===== src/rtl/dbg_chain_pkg.sv =====
package dbg_chain_pkg;

  typedef enum logic [3:0] {
    STEP_IDLE,
    STEP_SEL_IR,
    STEP_SEL_NUM,
    STEP_TEST_IR,
    STEP_W_DATA,
    STEP_W_ADDR,
    STEP_W_RW,
    STEP_R_ADDR,
    STEP_R_RW,
    STEP_R_DATA
  } step_e;

  // Ordering of segments within one access; final steps return to idle elsewhere.
  function automatic step_e step_after(step_e s, logic wr);
    case (s)
      STEP_SEL_IR:  return STEP_SEL_NUM;
      STEP_SEL_NUM: return STEP_TEST_IR;
      STEP_TEST_IR: return wr ? STEP_W_DATA : STEP_R_ADDR;
      STEP_W_DATA:  return STEP_W_ADDR;
      STEP_W_ADDR:  return STEP_W_RW;
      STEP_R_ADDR:  return STEP_R_RW;
      STEP_R_RW:    return STEP_R_DATA;
      default:      return STEP_IDLE;
    endcase
  endfunction

  function automatic logic is_final(step_e s);
    return (s == STEP_W_RW) || (s == STEP_R_DATA);
  endfunction

endpackage


===== src/rtl/dbg_chain_track.sv =====
module dbg_chain_track #(
  parameter int unsigned IR_W     = 4,
  parameter int unsigned CHAIN_ID = 2
) (
  input  logic clk,
  input  logic rst_n,
  input  logic forget,
  input  logic sel_done,
  output logic selected
);
  logic            valid_q;
  logic [IR_W-1:0] chain_q;

  always_ff @(posedge clk) begin
    if (!rst_n) begin
      valid_q <= 1'b0;
      chain_q <= '0;
    end else if (forget) begin
      valid_q <= 1'b0;
    end else if (sel_done) begin
      valid_q <= 1'b1;
      chain_q <= IR_W'(CHAIN_ID);
    end
  end

  assign selected = valid_q && (chain_q == IR_W'(CHAIN_ID));
endmodule


===== src/rtl/dbg_chain_seq.sv =====
module dbg_chain_seq
  import dbg_chain_pkg::*;
#(
  parameter int unsigned DATA_W = 32
) (
  input  logic              clk,
  input  logic              rst_n,
  input  logic              req_valid,
  input  logic              req_write,
  input  logic              selected,
  input  logic              cmd_ready,
  input  logic              rsp_valid,
  input  logic [DATA_W-1:0] rsp_data,
  output logic              req_ready,
  output logic              accept,
  output step_e             step,
  output logic              wr,
  output logic              cmd_valid,
  output logic              sel_done,
  output logic              done,
  output logic [DATA_W-1:0] rdata
);
  step_e step_q;
  logic  wait_q;
  logic  wr_q;
  logic  issue;
  logic  finish;

  assign req_ready = (step_q == STEP_IDLE);
  assign accept    = req_valid && req_ready;
  assign cmd_valid = (step_q != STEP_IDLE) && !wait_q;
  assign issue     = cmd_valid && cmd_ready;
  assign finish    = wait_q && rsp_valid;
  assign sel_done  = finish && (step_q == STEP_SEL_NUM);
  assign step      = step_q;
  assign wr        = wr_q;

  always_ff @(posedge clk) begin
    if (!rst_n) begin
      step_q <= STEP_IDLE;
      wait_q <= 1'b0;
      wr_q   <= 1'b0;
      done   <= 1'b0;
      rdata  <= '0;
    end else begin
      done <= 1'b0;
      if (accept) begin
        wr_q   <= req_write;
        step_q <= selected ? STEP_TEST_IR : STEP_SEL_IR;
      end
      if (issue) wait_q <= 1'b1;
      if (finish) begin
        wait_q <= 1'b0;
        if (is_final(step_q)) begin
          done   <= 1'b1;
          rdata  <= rsp_data;
          step_q <= STEP_IDLE;
        end else begin
          step_q <= step_after(step_q, wr_q);
        end
      end
    end
  end
endmodule


===== src/rtl/dbg_chain_encode.sv =====
module dbg_chain_encode
  import dbg_chain_pkg::*;
#(
  parameter int unsigned DATA_W      = 32,
  parameter int unsigned ADDR_W      = 5,
  parameter int unsigned IR_W        = 4,
  parameter int unsigned CHAIN_ID    = 2,
  parameter int unsigned IR_SCAN_SEL = 2,
  parameter int unsigned IR_TEST     = 12,
  localparam int unsigned LEN_W      = $clog2(DATA_W + 1)
) (
  input  step_e             step,
  input  logic [ADDR_W-1:0] addr,
  input  logic [DATA_W-1:0] wdata,
  output logic              cmd_ir,
  output logic [LEN_W-1:0]  cmd_len,
  output logic [DATA_W-1:0] cmd_data,
  output logic              cmd_exit,
  output logic              cmd_idle
);
  always_comb begin
    cmd_ir   = 1'b0;
    cmd_len  = '0;
    cmd_data = '0;
    cmd_exit = 1'b1;
    cmd_idle = 1'b0;
    case (step)
      STEP_SEL_IR: begin
        cmd_ir   = 1'b1;
        cmd_len  = LEN_W'(IR_W);
        cmd_data = DATA_W'(IR_SCAN_SEL);
      end
      STEP_SEL_NUM: begin
        cmd_len  = LEN_W'(IR_W);
        cmd_data = DATA_W'(CHAIN_ID);
      end
      STEP_TEST_IR: begin
        cmd_ir   = 1'b1;
        cmd_len  = LEN_W'(IR_W);
        cmd_data = DATA_W'(IR_TEST);
        cmd_idle = 1'b1;
      end
      STEP_W_DATA: begin
        cmd_len  = LEN_W'(DATA_W);
        cmd_data = wdata;
        cmd_exit = 1'b0;
      end
      STEP_W_ADDR, STEP_R_ADDR: begin
        cmd_len  = LEN_W'(ADDR_W);
        cmd_data = DATA_W'(addr);
        cmd_exit = 1'b0;
      end
      STEP_W_RW: begin
        cmd_len  = LEN_W'(1);
        cmd_data = DATA_W'(1);
        cmd_idle = 1'b1;
      end
      STEP_R_RW: begin
        cmd_len  = LEN_W'(1);
        cmd_idle = 1'b1;
      end
      STEP_R_DATA: begin
        cmd_len  = LEN_W'(DATA_W);
        cmd_idle = 1'b1;
      end
      default: cmd_exit = 1'b0;
    endcase
  end
endmodule


===== src/rtl/dbg_chain_access.sv =====
module dbg_chain_access
  import dbg_chain_pkg::*;
#(
  parameter int unsigned DATA_W      = 32,
  parameter int unsigned ADDR_W      = 5,
  parameter int unsigned IR_W        = 4,
  parameter int unsigned CHAIN_ID    = 2,
  parameter int unsigned IR_SCAN_SEL = 2,
  parameter int unsigned IR_TEST     = 12,
  localparam int unsigned LEN_W      = $clog2(DATA_W + 1)
) (
  input  logic              clk,
  input  logic              rst_n,
  input  logic              tap_rst,
  input  logic              req_valid,
  output logic              req_ready,
  input  logic              req_write,
  input  logic [ADDR_W-1:0] req_addr,
  input  logic [DATA_W-1:0] req_wdata,
  output logic              done,
  output logic [DATA_W-1:0] rdata,
  output logic              cmd_valid,
  input  logic              cmd_ready,
  output logic              cmd_ir,
  output logic [LEN_W-1:0]  cmd_len,
  output logic [DATA_W-1:0] cmd_data,
  output logic              cmd_exit,
  output logic              cmd_idle,
  input  logic              rsp_valid,
  input  logic [DATA_W-1:0] rsp_data
);
  step_e             step;
  logic              accept;
  logic              wr;
  logic              selected;
  logic              sel_done;
  logic [ADDR_W-1:0] addr_q;
  logic [DATA_W-1:0] wdata_q;

  always_ff @(posedge clk) begin
    if (!rst_n) begin
      addr_q  <= '0;
      wdata_q <= '0;
    end else if (accept) begin
      addr_q  <= req_addr;
      wdata_q <= req_wdata;
    end
  end

  dbg_chain_track #(.IR_W(IR_W), .CHAIN_ID(CHAIN_ID)) u_track (
    .clk      (clk),
    .rst_n    (rst_n),
    .forget   (tap_rst),
    .sel_done (sel_done),
    .selected (selected)
  );

  dbg_chain_seq #(.DATA_W(DATA_W)) u_seq (
    .clk       (clk),
    .rst_n     (rst_n),
    .req_valid (req_valid),
    .req_write (req_write),
    .selected  (selected),
    .cmd_ready (cmd_ready),
    .rsp_valid (rsp_valid),
    .rsp_data  (rsp_data),
    .req_ready (req_ready),
    .accept    (accept),
    .step      (step),
    .wr        (wr),
    .cmd_valid (cmd_valid),
    .sel_done  (sel_done),
    .done      (done),
    .rdata     (rdata)
  );

  dbg_chain_encode #(
    .DATA_W(DATA_W), .ADDR_W(ADDR_W), .IR_W(IR_W), .CHAIN_ID(CHAIN_ID),
    .IR_SCAN_SEL(IR_SCAN_SEL), .IR_TEST(IR_TEST)
  ) u_enc (
    .step     (step),
    .addr     (addr_q),
    .wdata    (wdata_q),
    .cmd_ir   (cmd_ir),
    .cmd_len  (cmd_len),
    .cmd_data (cmd_data),
    .cmd_exit (cmd_exit),
    .cmd_idle (cmd_idle)
  );

  logic unused_wr;
  assign unused_wr = wr;
endmodule


===== config.mk =====
export PLATFORM = sky130hd
export DESIGN_NAME = dbg_chain_access
export DESIGN_NICKNAME = d
export VERILOG_FILES = /design/src/rtl/dbg_chain_pkg.sv /design/src/rtl/dbg_chain_track.sv /design/src/rtl/dbg_chain_seq.sv /design/src/rtl/dbg_chain_encode.sv /design/src/rtl/dbg_chain_access.sv
export SDC_FILE = /design/constraint.sdc
export NUM_CORES = 1
export LEC_CHECK = 0
export CORE_MARGIN = 5
export CORE_UTILIZATION = 47
export DETAILED_ROUTE_END_ITERATION = 6
export PLACE_DENSITY = 0.86
export SYNTH_ARGS = -nofsm -noshare
export SYNTH_HDL_FRONTEND = slang
export SYNTH_HIERARCHICAL = 1
export SYNTH_SLANG_ARGS = --single-unit

===== constraint.sdc =====
create_clock -name clk -period 4.15 [get_ports clk]
set_clock_uncertainty 0.2 [all_clocks]
set_input_delay 0.415 -clock clk [delete_from_list [all_inputs] [get_ports clk]]
set_output_delay 0.415 -clock clk [all_outputs]
set_load 0.02 [all_outputs]

## After elaboration in Yosys (flattened, before gate mapping)

Index checks and enable logic that the tools add are counted.

| cells by class | value |
|---|---|
| equality and inequality tests | 9 |
| mux-type cells | 12 |
| bitwise logic cells | 2 |
| reduce and logical (&&, ||, !) cells | 24 |

Operators by type and width:

| operator | count |
|---|---|
| $pmux 32 s5 | 1 |
| $pmux 4 s7 | 1 |
| $pmux 6 s4 | 1 |
| $eq 4x3->1 const B | 4 |
| $reduce_or 2->1 | 7 |
| $mux 4 | 3 |
| $eq 4x2->1 const B | 2 |
| $eq 4x4->1 const B | 2 |
| $logic_and 1x1->1 | 6 |
| $reduce_and 2->1 | 3 |
| $reduce_or 6->1 | 1 |
| $eq 4x1->1 const B | 1 |
| $logic_not 4->1 | 1 |
| $mux 1 | 4 |
| $mux 2 | 2 |
| $reduce_bool 4->1 | 1 |
| $reduce_or 4->1 | 1 |
| $reduce_or 3->1 | 1 |
| $not 1->1 | 2 |
| $reduce_bool 2->1 | 1 |
| $logic_not 1->1 | 1 |
| $logic_or 1x1->1 | 1 |

| storage, ports and cells | value |
|---|---|
| flip-flop bits (word level) | 78 |
| input port bits | 76 |
| output and inout port bits | 76 |
| word-level logic and storage cells | 56 |

## Longest topological paths before layout

| logic depth | value |
|---|---|
| word-level depth | 4 |
| gate-level depth with buffers | 7 |
| gate-level depth less buffers | 4 |

## By module

Netlist, hierarchy kept.

Modules (own cells, without submodules):

| module | times used | cells each | area an instance (um2) | seq. area each (um2) |
|---|---|---|---|---|
| dbg_chain_seq | 1 | 189 | 1779.2 | 780.7 |
| dbg_chain_access | 1 | 118 | 1425.1 | 740.7 |
| dbg_chain_encode | 1 | 70 | 467.9 | 0.0 |
| dbg_chain_track | 1 | 7 | 71.3 | 40.0 |

## Worst setup path before layout

No wires, ideal clock.

| timing path | value |
|---|---|
| path kind | register -> register |
| start | reg u_seq.step_q[0], in the netlist u_seq/step[0] |
| end | reg addr_q[0] |
| setup time | 116 ps |
| data arrival time | 1830 ps |
| data required time | 3834 ps |
| slack | 2004 ps |
| stages on the path, launching flop included | 8 |
| buffers on the path | 3 |
| period minus slack after synthesis | 2146 ps |
| cell sequence | dfxtp_1 -> buf_4 -> nor4_4 -> and2_1 -> buf_6 -> buf_12 -> mux2i_1 -> nor2b_1 |

| on the way | value |
|---|---|
| word-level cells in the longest chain between the ends | 2 |

RTL lines:

| what | RTL line | text |
|---|---|---|
| start, declared | dbg_chain_seq.sv:23 | `step_e step_q;` |
| start signal, assigned | dbg_chain_seq.sv:49 | `step_q <= selected ? STEP_TEST_IR : STEP_SEL_IR;` |
| start signal, assigned | dbg_chain_seq.sv:59 | `step_q <= step_after(step_q, wr_q);` |
| $logic_not 4->1 | dbg_chain_seq.sv:29 | `assign req_ready = (step_q == STEP_IDLE);` |
| via req_ready | dbg_chain_access.sv:16 | `output logic req_ready,` |
| $logic_and 1x1->1 | dbg_chain_seq.sv:30 | `assign accept = req_valid && req_ready;` |
| via accept | dbg_chain_access.sv:33 | `logic accept;` |
| end signal, assigned | dbg_chain_access.sv:45 | `addr_q <= req_addr;` |
| end, declared | dbg_chain_access.sv:37 | `logic [ADDR_W-1:0] addr_q;` |

The timed path passes the listed nets, and every way through them passes these cells.
A chain may end at the register's enable or synchronous reset.

## Worst setup path in the final report

| timing path | value |
|---|---|
| start | reg u_seq.step_q[2], in the netlist u_seq/step[2] |
| end | out cmd_data[16] |

| on the way | value |
|---|---|
| word-level cells in the longest chain between the ends | 3 |
| elaborated cells between the ends (all ways) | 10 |
| classes of those cells | eq/ne: 7; mux: 1; reduce/logical: 2 |

RTL lines:

| what | RTL line | text |
|---|---|---|
| $eq 4x3->1 (tied with other cells) | dbg_chain_encode.sv:27 | `case (step)` |
| $reduce_or 2->1, on equally long branches | -- |  |
| $pmux 32 s5 * | dbg_chain_encode.sv:27 |  |
| end, declared | dbg_chain_access.sv:26 | `output logic [DATA_W-1:0] cmd_data,` |

Every way passes the cells marked *; elsewhere a longest branch is shown, timed or not.

==> run_summary.xml <==
<?xml version="1.0" encoding="UTF-8"?>
<metrics>
  <group name="clock_network">
    <metric name="h_tree_levels" unit="">3</metric>
    <metric name="ctsHoldBuffers" unit="">0</metric>
    <metric name="cts_resized" unit="">0</metric>
    <metric name="cts_inserted_buffers" unit="">9</metric>
    <metric name="clk_path_buf_depth" unit="">2</metric>
    <metric name="tritoncts" unit="">yes</metric>
    <metric name="clock_latency_of_the_later_clocked_register_in_the_worst_skew_pair" unit="ns">0.34</metric>
    <metric name="cts.sink_count" unit="">78</metric>
    <metric name="cts_post_setup_buffers_inserted" unit="">0</metric>
    <metric name="cts.root.buffer_cell" unit="">clkbuf_8</metric>
    <metric name="clock_slew_seen_by_the_registers_of_the_worst_setup_and_hold_paths" unit="ns">0.08</metric>
  </group>
  <group name="detailed_routing">
    <metric name="detail_route.wirelength" unit="mm">8.78</metric>
    <metric name="maxUsedRoutingLayer" unit="">met4</metric>
    <metric name="met3_length" unit="mm">1.01</metric>
    <metric name="met2RoutedLength" unit="mm">3.74</metric>
    <metric name="vias" unit="">3001</metric>
    <metric name="detailedRoute.firstPassIterationCount" unit="">4</metric>
    <metric name="routed_wire_length_per_instance" unit="um">14.0</metric>
    <metric name="detail-route-antenna-nets" unit="">0</metric>
    <metric name="drt-initial-drc-count" unit="">123</metric>
    <metric name="m1WireLength" unit="mm">3.97</metric>
    <metric name="routed_via_density" unit="">4.79</metric>
    <metric name="remaining_drc_errors" unit="">0</metric>
  </group>
  <group name="global_routing">
    <metric name="grt_pass1_wl" unit="mm">14.4</metric>
    <metric name="grt_start_max_net_pins" unit="">67</metric>
    <metric name="overflow_left_after_global_routing" unit="">0</metric>
    <metric name="antenna_violations_before_repair" unit="">0</metric>
    <metric name="track_usage" unit="">0.178</metric>
    <metric name="first_global_vias" unit="">3011</metric>
  </group>
  <group name="power_and_ir_drop">
    <metric name="total_leakage_power" unit="nW">1.91</metric>
    <metric name="ir_worst_vdd" unit="mV">0.157</metric>
    <metric name="cellPowerDensity" unit="nW/um2">320</metric>
  </group>
  <group name="finish">
    <metric name="share_of_post_route_cells_with_drive_strength_above_1" unit="">0.0592</metric>
    <metric name="layout.nets" unit="">595</metric>
    <metric name="layout_area_growth_over_synthesis" unit="%">41.6</metric>
    <metric name="antenna_cells" unit="">0</metric>
    <metric name="post-route-cell-area" unit="um2">5300</metric>
    <metric name="final_util" unit="">0.686</metric>
    <metric name="nFillCells" unit="">588</metric>
  </group>
  <group name="sta">
    <metric name="final_min_period_over_clock_period" unit="">0.827</metric>
    <metric name="final_hold_viol_count" unit="">0</metric>
    <metric name="slew_viol_final" unit="">0</metric>
    <metric name="timing_worst_slew_pin_value" unit="ns">0.940</metric>
    <metric name="max_freq" unit="MHz">291</metric>
    <metric name="finalSetupViolations" unit="">0</metric>
    <metric name="finalCriticalPeriod" unit="ns">3.43</metric>
    <metric name="rsz_0062_raised_after_global_routing" unit="">no</metric>
    <metric name="fin_setup_tns" unit="ns">0</metric>
    <metric name="max_slew_headroom" unit="">0.373</metric>
  </group>
  <group name="setup_path">
    <metric name="worst_ep_required_time" unit="ns">3.53</metric>
    <metric name="worstSetupStartpointType" unit="">register</metric>
    <metric name="critical_path.cell_chain" unit="">nand2b_4 -&gt; nor3_4 -&gt; and2_1 -&gt; clkdlybuf4s50_1</metric>
    <metric name="critPathMaxStageDelay" unit="ns">0.90</metric>
    <metric name="endpoint_kind" unit="">output pin</metric>
    <metric name="timing.critical_path.slowest_stage_cell" unit="">dfxtp_1</metric>
    <metric name="crit_path_max_fanout" unit="">27</metric>
    <metric name="r2r_setup_slack" unit="ns">1.25</metric>
    <metric name="critical_path.n_buffers_inverters" unit="">1</metric>
    <metric name="timing.critical_path.max_delay_family" unit="">simple AND/OR/NAND/NOR gates</metric>
    <metric name="setup_crit_path_kind" unit="">reg -&gt; out</metric>
    <metric name="critPathArrivalTime" unit="ns">2.82</metric>
  </group>
  <group name="floorplanning">
    <metric name="dieArea" unit="um2">9850</metric>
    <metric name="top_level_ports" unit="">152</metric>
    <metric name="initial_standard_cell_utilization_of_the_core" unit="">0.484</metric>
    <metric name="die_h" unit="um">99.2</metric>
    <metric name="die_x" unit="um">99.2</metric>
    <metric name="fp-row-count" unit="">32</metric>
    <metric name="floorplan.core_area" unit="um2">7730</metric>
  </group>
  <group name="yosys">
    <metric name="yosysTopAreaCellShare" unit="">0.417</metric>
    <metric name="synth-edff-count" unit="">0</metric>
    <metric name="mappedNetlistArea" unit="um2">3740</metric>
    <metric name="ys_warn_count" unit="">6</metric>
    <metric name="synth_async_sr_flop_share" unit="">0</metric>
    <metric name="post_synth_num_cell_types" unit="">46</metric>
    <metric name="netlist.top_cell.by_area" unit="">dfxtp_1</metric>
    <metric name="syn_avg_cell_area" unit="um2">9.75</metric>
    <metric name="seq_area_frac_synth" unit="">0.417</metric>
    <metric name="ys_dominant_reg_cell" unit="">dfxtp_1</metric>
    <metric name="synth_seq_cells" unit="">78</metric>
    <metric name="synthTopCellsByArea" unit="">dfxtp_1 (42%), mux2i_1 (19%), nor2b_1 (6.9%)</metric>
    <metric name="synthesis.instances" unit="">384</metric>
  </group>
  <group name="placed_design">
    <metric name="postPlaceCellArea" unit="um2">5110</metric>
    <metric name="gpl.final_weighted_congestion" unit="">0.830</metric>
    <metric name="place.detailed.hpwl" unit="mm">6.41</metric>
    <metric name="port_buffers" unit="">148</metric>
  </group>
  <group name="worst_hold_path">
    <metric name="hold_class" unit="">reg -&gt; reg</metric>
  </group>
  <group name="run_status">
    <metric name="status" unit="">finished clean</metric>
  </group>
  <group name="run">
    <metric name="max_cap_viol_count" unit="">0</metric>
  </group>
</metrics>
sequential cells by signal (all words and copies together), names as in the netlist:
signal           cells
u_seq/wait_q         1
u_seq/done           1
addr_q               5
wdata_q             32
u_seq/step           4
u_track/chain_q      1
u_track/valid_q      1
u_seq/rdata         32
u_seq/wr             1
worst paths after layout:
check,startpoint,cells past startpoint,endpoint
max,u_seq/step[2]$_SDFFE_PN0P_,4,cmd_data[16]
min,u_seq/rdata[13]$_SDFFE_PN0P_,2,u_seq/rdata[13]$_SDFFE_PN0P_
max reg2reg,u_seq/step[0]$_SDFFE_PN0P_,5,wdata_q[4]$_SDFFE_PN0P_
min reg2reg,u_seq/rdata[13]$_SDFFE_PN0P_,2,u_seq/rdata[13]$_SDFFE_PN0P_
per-layer routing:
metal,track usage,vias to the layer above
li1,-,1538
met1,0.223,1330
met2,0.272,126
met3,0.0849,7
met4,0.0536,0
met5,0,-
cells by family (layout without fill, tap and decap cells):
kind of cell / after synthesis / in the layout / synth area share
AOI/OAI and AO/OA: 26 / 26 / 0.0508
xor gates and xnor gates: 1 / 1 / 0.00234
buffers and inverters: 33 / 171 / 0.0772
DFF: 78 / 78 / 0.417
muxes: 73 / 73 / 0.196
other: 1 / 3 / 0.00100
and+or+nand+nor: 172 / 172 / 0.256
Yosys cell counts (2+ instances only):
library cell,number
nand2_1,65
nand3b_1,3
mux2i_1,72
inv_1,2
nor3_1,3
a21boi_0,2
buf_2,8
o21ai_0,5
nand3_1,4
and2_1,32
buf_6,4
a21oi_1,4
dfxtp_1,78
clkbuf_1,5
nor2_1,8
buf_12,6
nor3b_1,3
buf_4,6
nand2b_1,3
a221oi_1,2
o21a_1,3
nor2b_1,41
a211oi_1,2
tightest hold or removal path: stages, from the launching register on:
cell and delay [ns]:
dfxtp_1 0.31, nand2_1 0.05, mux2i_1 0.05
placed cells by master, fill, tap and decap left out, drive strengths merged, types with 3 or more instances in the layout:
cell           count
buf                6
nor2               8
nand3              4
nand2             65
clkbuf            10
nor2b             41
nand2b             4
a21oi              5
dfxtp             78
nor3b              3
conb               3
nand3b             3
nor3               4
and2              32
clkinvlp           3
mux2i             72
clkdlybuf4s50    147
o21a               3
o21ai              5
cell type report:
cell class              instances  area, um2  share of cell area
multi-input cells             275       1900               0.359
flip-flops and latches         78       1560               0.294
repair buffers                153       1510               0.286
well taps                     102        128              0.0241
clock buffers                  10        128              0.0241
clock inverters                 6       62.6              0.0118
inverters                       2       7.51             0.00142
per-stage QoR:
step	total power, mW	instances	hold slack [ns]	setup slack, ns
4_1_cts	1.72	626	0.263	0.687
6_report	1.70	626	0.258	0.717
3_3_place_gp	1.16	610	0.239	1.21
3_5_place_dp	1.17	610	0.248	1.09
2_1_floorplan	1.06	386	0.232	2.00
5_1_grt	1.79	626	0.275	0.525
where the power goes:
| group | internal (mW) | switching (mW) |
|---|---|---|
| clock network | 0.276 | 0.272 |
| registers | 0.787 | 0.0413 |
| logic | 0.184 | 0.138 |
No activity file was read; power rests on OpenSTA's default activity.
